File: config.mk
export PLATFORM = sky130hd
export DESIGN_NAME = irq_countdown_timer
export DESIGN_NICKNAME = d
export VERILOG_FILES = /design/src/rtl/tmr_pkg.sv /design/src/rtl/tmr_regs.sv /design/src/rtl/tmr_prescale.sv /design/src/rtl/tmr_core.sv /design/src/rtl/irq_countdown_timer.sv
export SDC_FILE = /design/constraint.sdc
export NUM_CORES = 1
export LEC_CHECK = 0
export BUFFER_PORTS_ARGS = -buffer_cell sky130_fd_sc_hd__buf_4
export CAP_MARGIN = 40
export CORE_ASPECT_RATIO = 1.1
export CORE_MARGIN = 5
export CORE_UTILIZATION = 30
export CTS_CLUSTER_SIZE = 12
export DETAILED_ROUTE_END_ITERATION = 6
export PLACE_DENSITY_LB_ADDON = 0.15
export SETUP_SLACK_MARGIN = 0.1
export SLEW_MARGIN = 20
export SYNTH_ARGS = -nofsm -noshare
export SYNTH_HDL_FRONTEND = slang
export SYNTH_SLANG_ARGS = --single-unit
File: constraint.sdc
create_clock -name clk -period 10 [get_ports clk]
set_input_delay 2 -clock clk [delete_from_list [all_inputs] [get_ports clk]]
set_output_delay 2 -clock clk [all_outputs]
set_load 0.1 [all_outputs]
File: src/rtl/tmr_pkg.sv
package tmr_pkg;
   // register selects (low address bits)
   localparam logic [1:0] A_ENTRY = 2'd0;
   localparam logic [1:0] A_DIV   = 2'd1;
   localparam logic [1:0] A_INIT  = 2'd2;
   localparam logic [1:0] A_CUR   = 2'd3;

   // field positions inside the timer entry
   localparam int MASK_BIT  = 16;
   localparam int MODE_LO   = 17;
   localparam int ENTRY_TOP = 18;

   // largest divider shift (divide by 128)
   localparam int MAX_SHIFT = 7;
   localparam int PRE_W     = MAX_SHIFT;

   typedef enum logic [1:0] {
      TM_SINGLE   = 2'b00,
      TM_REPEAT   = 2'b01,
      TM_DEADLINE = 2'b10,
      TM_RSVD     = 2'b11
   } tmr_mode_e;

   // {bit3,bit1,bit0} code to shift amount: 111 -> 0, else code+1
   function automatic logic [2:0] code_to_shift(input logic [2:0] code);
      return (code == 3'b111) ? 3'd0 : code + 3'd1;
   endfunction
endpackage

File: src/rtl/tmr_regs.sv
module tmr_regs
   import tmr_pkg::*;
#(
   parameter int CNT_W  = 32,
   parameter int VEC_W  = 8,
   parameter int ADDR_W = 2,
   parameter bit RD_REG = 1'b0
) (
   input  logic              clk,
   input  logic              rst_n,
   input  logic              wr_en,
   input  logic [ADDR_W-1:0] addr,
   input  logic [CNT_W-1:0]  wdata,
   input  logic [CNT_W-1:0]  cur_val,
   output logic [CNT_W-1:0]  rdata,
   output logic [VEC_W-1:0]  vec,
   output logic              mask,
   output logic              periodic,
   output logic [2:0]        div_code,
   output logic [CNT_W-1:0]  init_val,
   output logic              arm,
   output logic              stop
);
   tmr_mode_e  mode_q;
   logic       sel_entry, sel_div, sel_init;
   logic [CNT_W-1:0] rd_next;

   assign sel_entry = (addr == ADDR_W'(A_ENTRY));
   assign sel_div   = (addr == ADDR_W'(A_DIV));
   assign sel_init  = (addr == ADDR_W'(A_INIT));

   always_ff @(posedge clk or negedge rst_n) begin
      if (!rst_n) begin
         vec      <= '0;
         mask     <= 1'b1;
         mode_q   <= TM_SINGLE;
         div_code <= '0;
         init_val <= '0;
      end else if (wr_en) begin
         if (sel_entry) begin
            vec    <= wdata[VEC_W-1:0];
            mask   <= wdata[MASK_BIT];
            mode_q <= tmr_mode_e'(wdata[ENTRY_TOP:MODE_LO]);
         end
         if (sel_div)
            div_code <= {wdata[3], wdata[1], wdata[0]};
         if (sel_init)
            init_val <= wdata;
      end
   end

   // only the repeating encoding reloads; deadline and reserved act single-shot
   assign periodic = (mode_q == TM_REPEAT);
   assign arm      = wr_en && sel_init && (|wdata);
   assign stop     = wr_en && sel_init && !(|wdata);

   always_comb begin
      rd_next = '0;
      unique case (addr[1:0])
         A_ENTRY: begin
            rd_next[VEC_W-1:0]          = vec;
            rd_next[MASK_BIT]           = mask;
            rd_next[ENTRY_TOP:MODE_LO]  = mode_q;
         end
         A_DIV: begin
            rd_next[3] = div_code[2];
            rd_next[1] = div_code[1];
            rd_next[0] = div_code[0];
         end
         A_INIT:  rd_next = init_val;
         A_CUR:   rd_next = cur_val;
         default: rd_next = '0;
      endcase
      if (addr != ADDR_W'(addr[1:0]))
         rd_next = '0;
   end

   generate
      if (RD_REG) begin : g_rd_flop
         always_ff @(posedge clk or negedge rst_n) begin
            if (!rst_n) rdata <= '0;
            else        rdata <= rd_next;
         end
      end else begin : g_rd_comb
         assign rdata = rd_next;
      end
   endgenerate
endmodule

File: src/rtl/tmr_prescale.sv
module tmr_prescale
   import tmr_pkg::*;
(
   input  logic       clk,
   input  logic       rst_n,
   input  logic       restart,
   input  logic       run,
   input  logic [2:0] div_code,
   output logic       tick
);
   logic [PRE_W-1:0] pcnt;
   logic [PRE_W-1:0] low_mask;
   logic [2:0]       shift;

   assign shift    = code_to_shift(div_code);
   assign low_mask = PRE_W'((8'd1 << shift) - 8'd1);
   assign tick     = run && ((pcnt & low_mask) == low_mask);

   always_ff @(posedge clk or negedge rst_n) begin
      if (!rst_n)       pcnt <= '0;
      else if (restart) pcnt <= '0;
      else if (run)     pcnt <= pcnt + PRE_W'(1);
   end
endmodule

File: src/rtl/tmr_core.sv
module tmr_core #(
   parameter int CNT_W = 32,
   parameter int VEC_W = 8
) (
   input  logic             clk,
   input  logic             rst_n,
   input  logic             arm,
   input  logic             stop,
   input  logic [CNT_W-1:0] load_val,
   input  logic [CNT_W-1:0] init_val,
   input  logic             tick,
   input  logic             periodic,
   input  logic             mask,
   input  logic [VEC_W-1:0] vec,
   output logic [CNT_W-1:0] cur_val,
   output logic             running,
   output logic             irq_pulse,
   output logic [VEC_W-1:0] irq_vec
);
   logic at_last;
   logic expire;

   assign at_last = (cur_val == CNT_W'(1));
   assign expire  = !arm && !stop && running && tick && at_last;

   always_ff @(posedge clk or negedge rst_n) begin
      if (!rst_n) begin
         cur_val <= '0;
         running <= 1'b0;
      end else if (arm) begin
         cur_val <= load_val;
         running <= 1'b1;
      end else if (stop) begin
         cur_val <= '0;
         running <= 1'b0;
      end else if (running && tick) begin
         if (at_last) begin
            cur_val <= periodic ? init_val : '0;
            running <= periodic;
         end else begin
            cur_val <= cur_val - CNT_W'(1);
         end
      end
   end

   always_ff @(posedge clk or negedge rst_n) begin
      if (!rst_n) begin
         irq_pulse <= 1'b0;
         irq_vec   <= '0;
      end else begin
         irq_pulse <= expire && !mask;
         irq_vec   <= (expire && !mask) ? vec : '0;
      end
   end
endmodule

File: src/rtl/irq_countdown_timer.sv
module irq_countdown_timer #(
   parameter int CNT_W  = 32,
   parameter int VEC_W  = 8,
   parameter int ADDR_W = 2,
   parameter bit RD_REG = 1'b0
) (
   input  logic              clk,
   input  logic              rst_n,
   input  logic              cfg_wr_en,
   input  logic [ADDR_W-1:0] cfg_addr,
   input  logic [CNT_W-1:0]  cfg_wdata,
   output logic [CNT_W-1:0]  cfg_rdata,
   output logic              irq_pulse,
   output logic [VEC_W-1:0]  irq_vec
);
   generate
      if (CNT_W < 19) begin : g_bad_cnt
         $error("CNT_W must hold the timer entry fields (>= 19)");
      end
      if (VEC_W < 1 || VEC_W > 16) begin : g_bad_vec
         $error("VEC_W must be 1..16");
      end
      if (ADDR_W < 2) begin : g_bad_addr
         $error("ADDR_W must be at least 2");
      end
   endgenerate

   logic [VEC_W-1:0] ent_vec;
   logic             ent_mask;
   logic             ent_periodic;
   logic [2:0]       div_code;
   logic [CNT_W-1:0] init_val;
   logic [CNT_W-1:0] cur_val;
   logic             arm, stop, tick, run_q;

   tmr_regs #(
      .CNT_W(CNT_W), .VEC_W(VEC_W), .ADDR_W(ADDR_W), .RD_REG(RD_REG)
   ) u_regs (
      .clk(clk), .rst_n(rst_n), .wr_en(cfg_wr_en), .addr(cfg_addr),
      .wdata(cfg_wdata), .cur_val(cur_val), .rdata(cfg_rdata),
      .vec(ent_vec), .mask(ent_mask), .periodic(ent_periodic),
      .div_code(div_code), .init_val(init_val), .arm(arm), .stop(stop)
   );

   tmr_prescale u_pre (
      .clk(clk), .rst_n(rst_n), .restart(arm || stop), .run(run_q),
      .div_code(div_code), .tick(tick)
   );

   tmr_core #(.CNT_W(CNT_W), .VEC_W(VEC_W)) u_core (
      .clk(clk), .rst_n(rst_n), .arm(arm), .stop(stop),
      .load_val(cfg_wdata), .init_val(init_val), .tick(tick),
      .periodic(ent_periodic), .mask(ent_mask), .vec(ent_vec),
      .cur_val(cur_val), .running(run_q),
      .irq_pulse(irq_pulse), .irq_vec(irq_vec)
   );
endmodule

==> flow_metrics.tcl, run 1 <==
set metrics [dict create \
    start_util_pct 30.61 \
    hp-start "u_regs.init_val[15]$_DFFE_PN0P_" \
    status "finished clean" \
    clk_pin_slew_worst_paths_ns 0.07 \
    synth_cell_types 71 \
    drt-total-wl_mm 18.74 \
    crit_path_end_kind "output pin" \
    tns_ns 0 \
    drc_errors 0 \
    holdWs_ns 0.5029 \
    die_x_um 143.6 \
    max_slew_margin_pct 46.56 \
    r2r_slack_ns 5.97 \
    cts_tree "yes" \
    slew_violations 0 \
    ff2ff_path_depth 10 \
    whs_endpoint "u_regs.init_val[15]$_DFFE_PN0P_" \
    syn_avg_cell_area_um2 8.866 \
    diodes 0 \
    yosys-top-cells-area "dfrtp_1, nand2_1, mux2i_1" \
    synth_edf_count 0 \
    p_leak_nw 3.114 \
    power.internal_mw 0.9063 \
    gp_congestion 0.7829 \
    crit_type "in -> out" \
    ios 78 \
    cp_data_required_time_ns 8.00 \
    portBuffers 77 \
    cts_max_level 3 \
    rr_endpoint "u_core.irq_vec[6]$_DFF_PN0_" \
    ir_drop_v 0.00009632 \
    rsz0062_at_grt "no" \
    ant_nets 0 \
    p_switching_mw 0.6894 \
    drt_iter0_drc 380 \
    design.core.area_mm2 0.01923 \
    yosysSeqAreaShare_pct 40.40 \
    critPathMaxFanout 37 \
    p_comb_share_pct 38.8 \
    dpl.hpwl_mm 12.68 \
    num_rows 53 \
    hold_viol 0 \
    hold_class "reg -> reg" \
    powerDensity_mw_per_mm2 226.9 \
    post_cts_buffers 0 \
    cts_hold_buf 0 \
    skew_ns 0.009943 \
    synth_seq_cells 95 \
    layout.nets 762 \
    vias 5311 \
    clockPowerShare_pct 23.5 \
    grtUsageTotal_pct 17.05 \
    fin_crit_sh_pct 55.52 \
    ys_async_sr_fraction_pct 100.0 \
    max_freq_mhz 180.1 \
    ys_warn_count 0 \
    swShare_pct 43.20 \
    yosys.area.top_type_share_pct 39.96 \
    syn_to_final_growth_pct 19.47 \
    antenna_found_initial 0 \
    clockBufferDepth 2 \
    r2r-start "u_regs.div_code[0]$_DFFE_PN0P_" \
    cts_resized 0 \
    hold_depth 2 \
    p_total_mw 1.596 \
    period_needed_ns 5.552 \
    grt_max_degree 64 \
    grt_pass1_vias 5499 \
    globalRouteOverflowTotal 0 \
    start_kind "input port" \
    arrival_ns 3.55 \
    pwr-share-seq_pct 37.8 \
    synthFlopType "dfrtp_1" \
    drtPass1Iterations 5 \
    synth_top_area_cell "dfrtp_1" \
    wl_per_cell_um 19.32 \
    maxCapViolations 0 \
    clk-insertion-delay-late_ns 0.35 \
    netlist_instances 664 \
    vias_per_cell 5.475 \
    cts-root-buf "clkbuf_16" \
    netlist_area_mm2 0.005887 \
    final-setup-viol-count 0 \
    cts_buffers 9 \
    worst_pin_slew_ns 0.7891 \
    clock-sinks 95 \
    die_area_mm2 0.02253 \
    die_h_um 156.9 \
    grt_pass1_wl_mm 30.27 \
    syn-num-nets 708 \
    drive_above_1_share_pct 20.06 \
]
==> power groups by stage <==
stage	registers, mW	clock network, mW	logic [mW]
2_1_floorplan	0.564	0	0.491
3_3_place_gp	0.605	0	0.604
3_5_place_dp	0.609	0	0.617
4_1_cts	0.603	0.384	0.620
5_1_grt	0.623	0.398	0.673
6_report	0.603	0.374	0.618
==> logic make-up (layout without fill, tap and decap cells) <==
family	Yosys count	in the layout	synth area share (%)
AO/OA/AOI/OAI	141	141	16.47
XOR/XNOR	17	17	2.529
adder cells (fa/ha/maj)	7	7	1.488
buffers and inverters	50	109	3.656
flip-flops	95	95	40.40
multiplexers	52	52	9.883
AND/OR/NAND/NOR	302	302	25.57
==> area by class of cell <==
class | instances | area [um^2]
Fill cell | 1974 | 12200
Multi-Input combinational cell | 519 | 3331
Sequential cell | 95 | 2379
Timing Repair Buffer | 89 | 681.9
Tap cell | 247 | 309.0
Clock buffer | 12 | 266.5
Clock inverter | 4 | 51.30
Inverter | 4 | 15.01
==> Yosys cell counts (all sizes together) (3+ instances only) <==
master,instances
a2111oi,3
a211o,8
a211oi,3
a21oi,46
a221o,5
a22oi,4
a31oi,11
and2,13
and3,7
buf,17
clkbuf,29
dfrtp,94
ha,7
inv,4
mux2,16
mux2i,33
mux4,3
nand2,126
nand3,12
nand4,7
nor2,51
nor2b,25
nor3,15
nor4,20
o211ai,6
o21ai,21
o221ai,3
o41ai,6
or3,9
or4,5
xnor2,11
xor2,6
==> routing by layer <==
metal,vias to the layer above,GRT usage [%],part of all wire (%)
met4,0,4.170,1.2
met3,19,2.796,4.8
met5,-,0,0
met1,2656,23.97,46
met2,139,27.51,48
li1,2497,-,-
==> layout by cell type, fill, tap and decap left out, types with 6 or more instances in the layout <==
cell       instances
or3_1              9
ha_1               7
buf_4             85
o21ai_0           18
a31oi_1           11
a21oi_1           46
nand2_1          126
nor4_1            16
dfrtp_1           94
nor2b_1           24
a211o_1            8
nand3_1           12
nand4_1            7
xnor2_1           11
nor2_1            50
xor2_1             6
and2_1            13
clkbuf_16          9
mux2i_1           33
mux2_2            15
nor3_1            12
and3_1             7
==> critical path: stages <==
cell	delay, ns
buf_4	0.52
and2_1	0.48
nand2_1	0.11
o21ai_0	0.09
buf_4	0.32
==> worst max path at each step <==
stage	start	to	slack (ns)	cells past startpoint
detailed placement	cfg_addr[0]	cfg_rdata[2]	4.40	5
finish	cfg_addr[0]	cfg_rdata[2]	4.45	5
global placement	cfg_addr[0]	cfg_rdata[2]	4.45	5
CTS	cfg_addr[0]	cfg_rdata[2]	4.40	5
global route	cfg_addr[0]	cfg_rdata[16]	4.29	5
floorplan	cfg_addr[1]	cfg_rdata[16]	3.08	4
==> per-stage QoR <==
step           setup slack (ns)  util [%]  cell area [um^2]  instances
2_1_floorplan             3.085         -              5887        664
3_3_place_gp              4.451     34.69              6671        950
3_5_place_dp              4.405     34.87              6706        952
4_1_cts                   4.397     36.53              7024        968
5_1_grt                   4.286     36.57              7033        970
6_report                  4.448     36.57              7033        970
==> state kept, by name (all words and copies together), names as in the netlist <==
signal / cells
u_regs.mode_q: 2
u_regs.mask: 1
u_regs.div_code: 3
u_core.irq_vec: 8
u_core.irq_pulse: 1
u_regs.init_val: 32
u_core.cur_val: 32
u_core.running: 1
u_pre.pcnt: 7
u_regs.vec: 8
(Power assumes the default switching activity.)
==> run 2, diff against run 1 <==
--- a/config.mk
+++ b/config.mk
@@ -5,6 +5,7 @@
 export SDC_FILE = /design/constraint.sdc
 export NUM_CORES = 1
 export LEC_CHECK = 0
+export ABC_AREA = 1
 export BUFFER_PORTS_ARGS = -buffer_cell sky130_fd_sc_hd__buf_4
 export CAP_MARGIN = 40
 export CORE_ASPECT_RATIO = 1.1
==> constraint.sdc (replaced) <==
create_clock -name clk -period 5.1 [get_ports clk]
set_input_delay 1.02 -clock clk [delete_from_list [all_inputs] [get_ports clk]]
set_output_delay 1.02 -clock clk [all_outputs]
set_load 0.1 [all_outputs]
==> run 2 against run 1 <==
Net effect: global-route usage decreased by 0.11 points; clock skew increased by 0.0029 ns; register-to-register slack lost 4.2 ns; highest routed layer unchanged; sequential power up 89%; first-iteration DRC count increased by 5.8%; non-clock buffer count decreased by 5; worst hold slack got worse by 0.034 ns; critical path depth rose by 2; utilization down 0.62 points; routed wire length up 5.2%; flip-flop and latch count unchanged; setup slack got worse by 3.0 ns.
==> flow_metrics.tcl, run 2 <==
set metrics [dict create \
    syn_to_final_growth_pct 18.18 \
    maxCapViolations 0 \
    die_x_um 145.3 \
    worst_pin_slew_ns 0.8137 \
    synth_edf_count 0 \
    ir_drop_v 0.0002204 \
    max_freq_mhz 274.3 \
    drc_errors 0 \
    dp_slack_ns 1.473 \
    dpl.hpwl_mm 14.61 \
    p_total_mw 3.543 \
    cts_resized 0 \
    yosysSeqAreaShare_pct 39.36 \
    ys_warn_count 0 \
    max_slew_margin_pct 45.62 \
    cts_max_level 3 \
    start_util_pct 30.42 \
    diodes 0 \
    rsz0062_at_grt "no" \
    wl_per_cell_um 15.93 \
    p_leak_nw 3.740 \
    cts_buffers 9 \
    powerDensity_mw_per_mm2 496.1 \
    tns_ns 0 \
    syn-num-nets 961 \
    post_cts_buffers 0 \
    final_common_cell "nand2_1" \
    vias_per_cell 4.769 \
    gp_congestion 0.9201 \
    netlist_area_mm2 0.006043 \
    drtPass1Iterations 5 \
    grt_pass1_vias 5718 \
    netlist_instances 917 \
    drive_above_1_share_pct 12.88 \
    clk-insertion-delay-late_ns 0.37 \
    design.core.area_mm2 0.01986 \
    critPathMaxFanout 17 \
    grtUsageTotal_pct 16.94 \
    cts-root-buf "clkbuf_16" \
    top_regs "u_core.cur_val (32), u_regs.init_val (32)" \
    layout.nets 1025 \
    fin_area_mm2 0.007142 \
    num_rows 54 \
    syn_avg_cell_area_um2 6.590 \
    yosys.area.top_type_share_pct 38.92 \
    grt_pass1_wl_mm 31.48 \
    antenna_found_initial 0 \
    slew_violations 0 \
    ant_nets 0 \
    fin_crit_sh_pct 71.48 \
    grt_max_degree 56 \
    crit_path_end_kind "output pin" \
    dp_cells 1221 \
    synth_most_common_cell "nand2_1" \
    hold_class "reg -> reg" \
    drt-total-wl_mm 19.72 \
    skew_ns 0.01280 \
    crit_type "in -> out" \
    cp_data_required_time_ns 4.08 \
    hold_viol 0 \
    drt_iter0_drc 402 \
    clk_pin_slew_worst_paths_ns 0.07 \
    holdWs_ns 0.4685 \
    cts_tree "yes" \
    cts_hold_buf 0 \
    utilization_pct 35.95 \
    globalRouteOverflowTotal 0 \
    placed_cell_area_mm2 0.006818 \
    clock-sinks 95 \
    synth_top_area_cell "dfrtp_1" \
    synth.top_cells.by_count "nand2_1, inv_1, nor2_1" \
    die_h_um 158.9 \
    status "finished clean" \
    arrival_ns 2.63 \
    fin_ws_ns 1.455 \
    synth_seq_cells 95 \
    ios 78 \
    clockBufferDepth 2 \
    finalNonFillerCells 1238 \
    die_area_mm2 0.02309 \
    synthFlopType "dfrtp_1" \
    final-setup-viol-count 0 \
    synth_cell_types 34 \
    ys_async_sr_fraction_pct 100.0 \
    vias 5904 \
    yosys-top-cells-area "dfrtp_1, nand2_1, inv_1" \
    portBuffers 77 \
    layout_common_cells "nand2_1, nor2_1, inv_1" \
    period_needed_ns 3.645 \
    start_kind "input port" \
]
[run 2: cell count changes after synthesis, moves of 13 or more]
cell | previous run | this run
clkbuf_1 | 29 | 15
and2_1 | 13 | 0
nor4_1 | 16 | 0
mux2_2 | 15 | 1
nor2_1 | 51 | 102
mux2i_1 | 33 | 0
o22ai_1 | 2 | 16
nand3_1 | 12 | 44
a21oi_1 | 46 | 6
nand2_1 | 126 | 367
nor2b_1 | 25 | 0
o21ai_0 | 18 | 66
inv_1 | 4 | 102
[run 2: path summary, 6_finish.rpt]
kind | start | endpoint | slack, ns | depth (start not counted)
worst max-delay path | cfg_addr[1] | cfg_rdata[16] | 1.45 | 7
worst min-delay path | u_pre.pcnt[5]$_DFFE_PN0P_ | u_pre.pcnt[5]$_DFFE_PN0P_ | 0.47 | 1
worst max register to register | u_regs.div_code[0]$_DFFE_PN0P_ | u_core.cur_val[13]$_DFFE_PN0P_ | 1.75 | 16
worst min register to register | u_pre.pcnt[5]$_DFFE_PN0P_ | u_pre.pcnt[5]$_DFFE_PN0P_ | 0.47 | 1
max in group asynchronous | rst_n | u_pre.pcnt[4]$_DFFE_PN0P_ | 3.58 | 3
min in group asynchronous | rst_n | u_regs.vec[5]$_DFFE_PN0P_ | 0.64 | 2
[run 2: cells by family after synthesis]
group	synth area share, %
xor+xnor	1.449
buf+inv	9.503
mux	0.1863
compound gates	10.99
fa+ha+maj	1.449
flops	39.36
simple gates	37.06
[run 2: per-layer routing]
metal,vias up,routed length (um),GRT usage [%]
met3,25,760,2.166
met4,0,471,6.149
met2,109,9343,28.19
met1,2756,9146,22.61
li1,3014,-,-
met5,-,0,0
[run 2: cell type report]
type / instances / area [um^2]
fillers: 2237 / 12720
multi-input cells: 685 / 3090
flip-flops and latches: 95 / 2379
well taps: 252 / 315.3
clock inverters: 7 / 71.32
clock buffers: 9 / 225.2
inverters: 106 / 397.9
repair buffers: 84 / 663.1
[run 2: worst max-delay path: stages]
cell	delay, ns
buf_4	0.17
inv_1	0.09
nor2_4	0.14
inv_1	0.25
buf_4	0.31
o211ai_1	0.28
buf_4	0.35
[run 2: power breakdown]
| group | switching, mW | leakage (nW) | internal [mW] |
|---|---|---|---|
| clock | 0.355 | 0.146 | 0.347 |
| sequential | 0.209 | 1.22 | 0.926 |
| combinational | 1.22 | 2.38 | 0.483 |
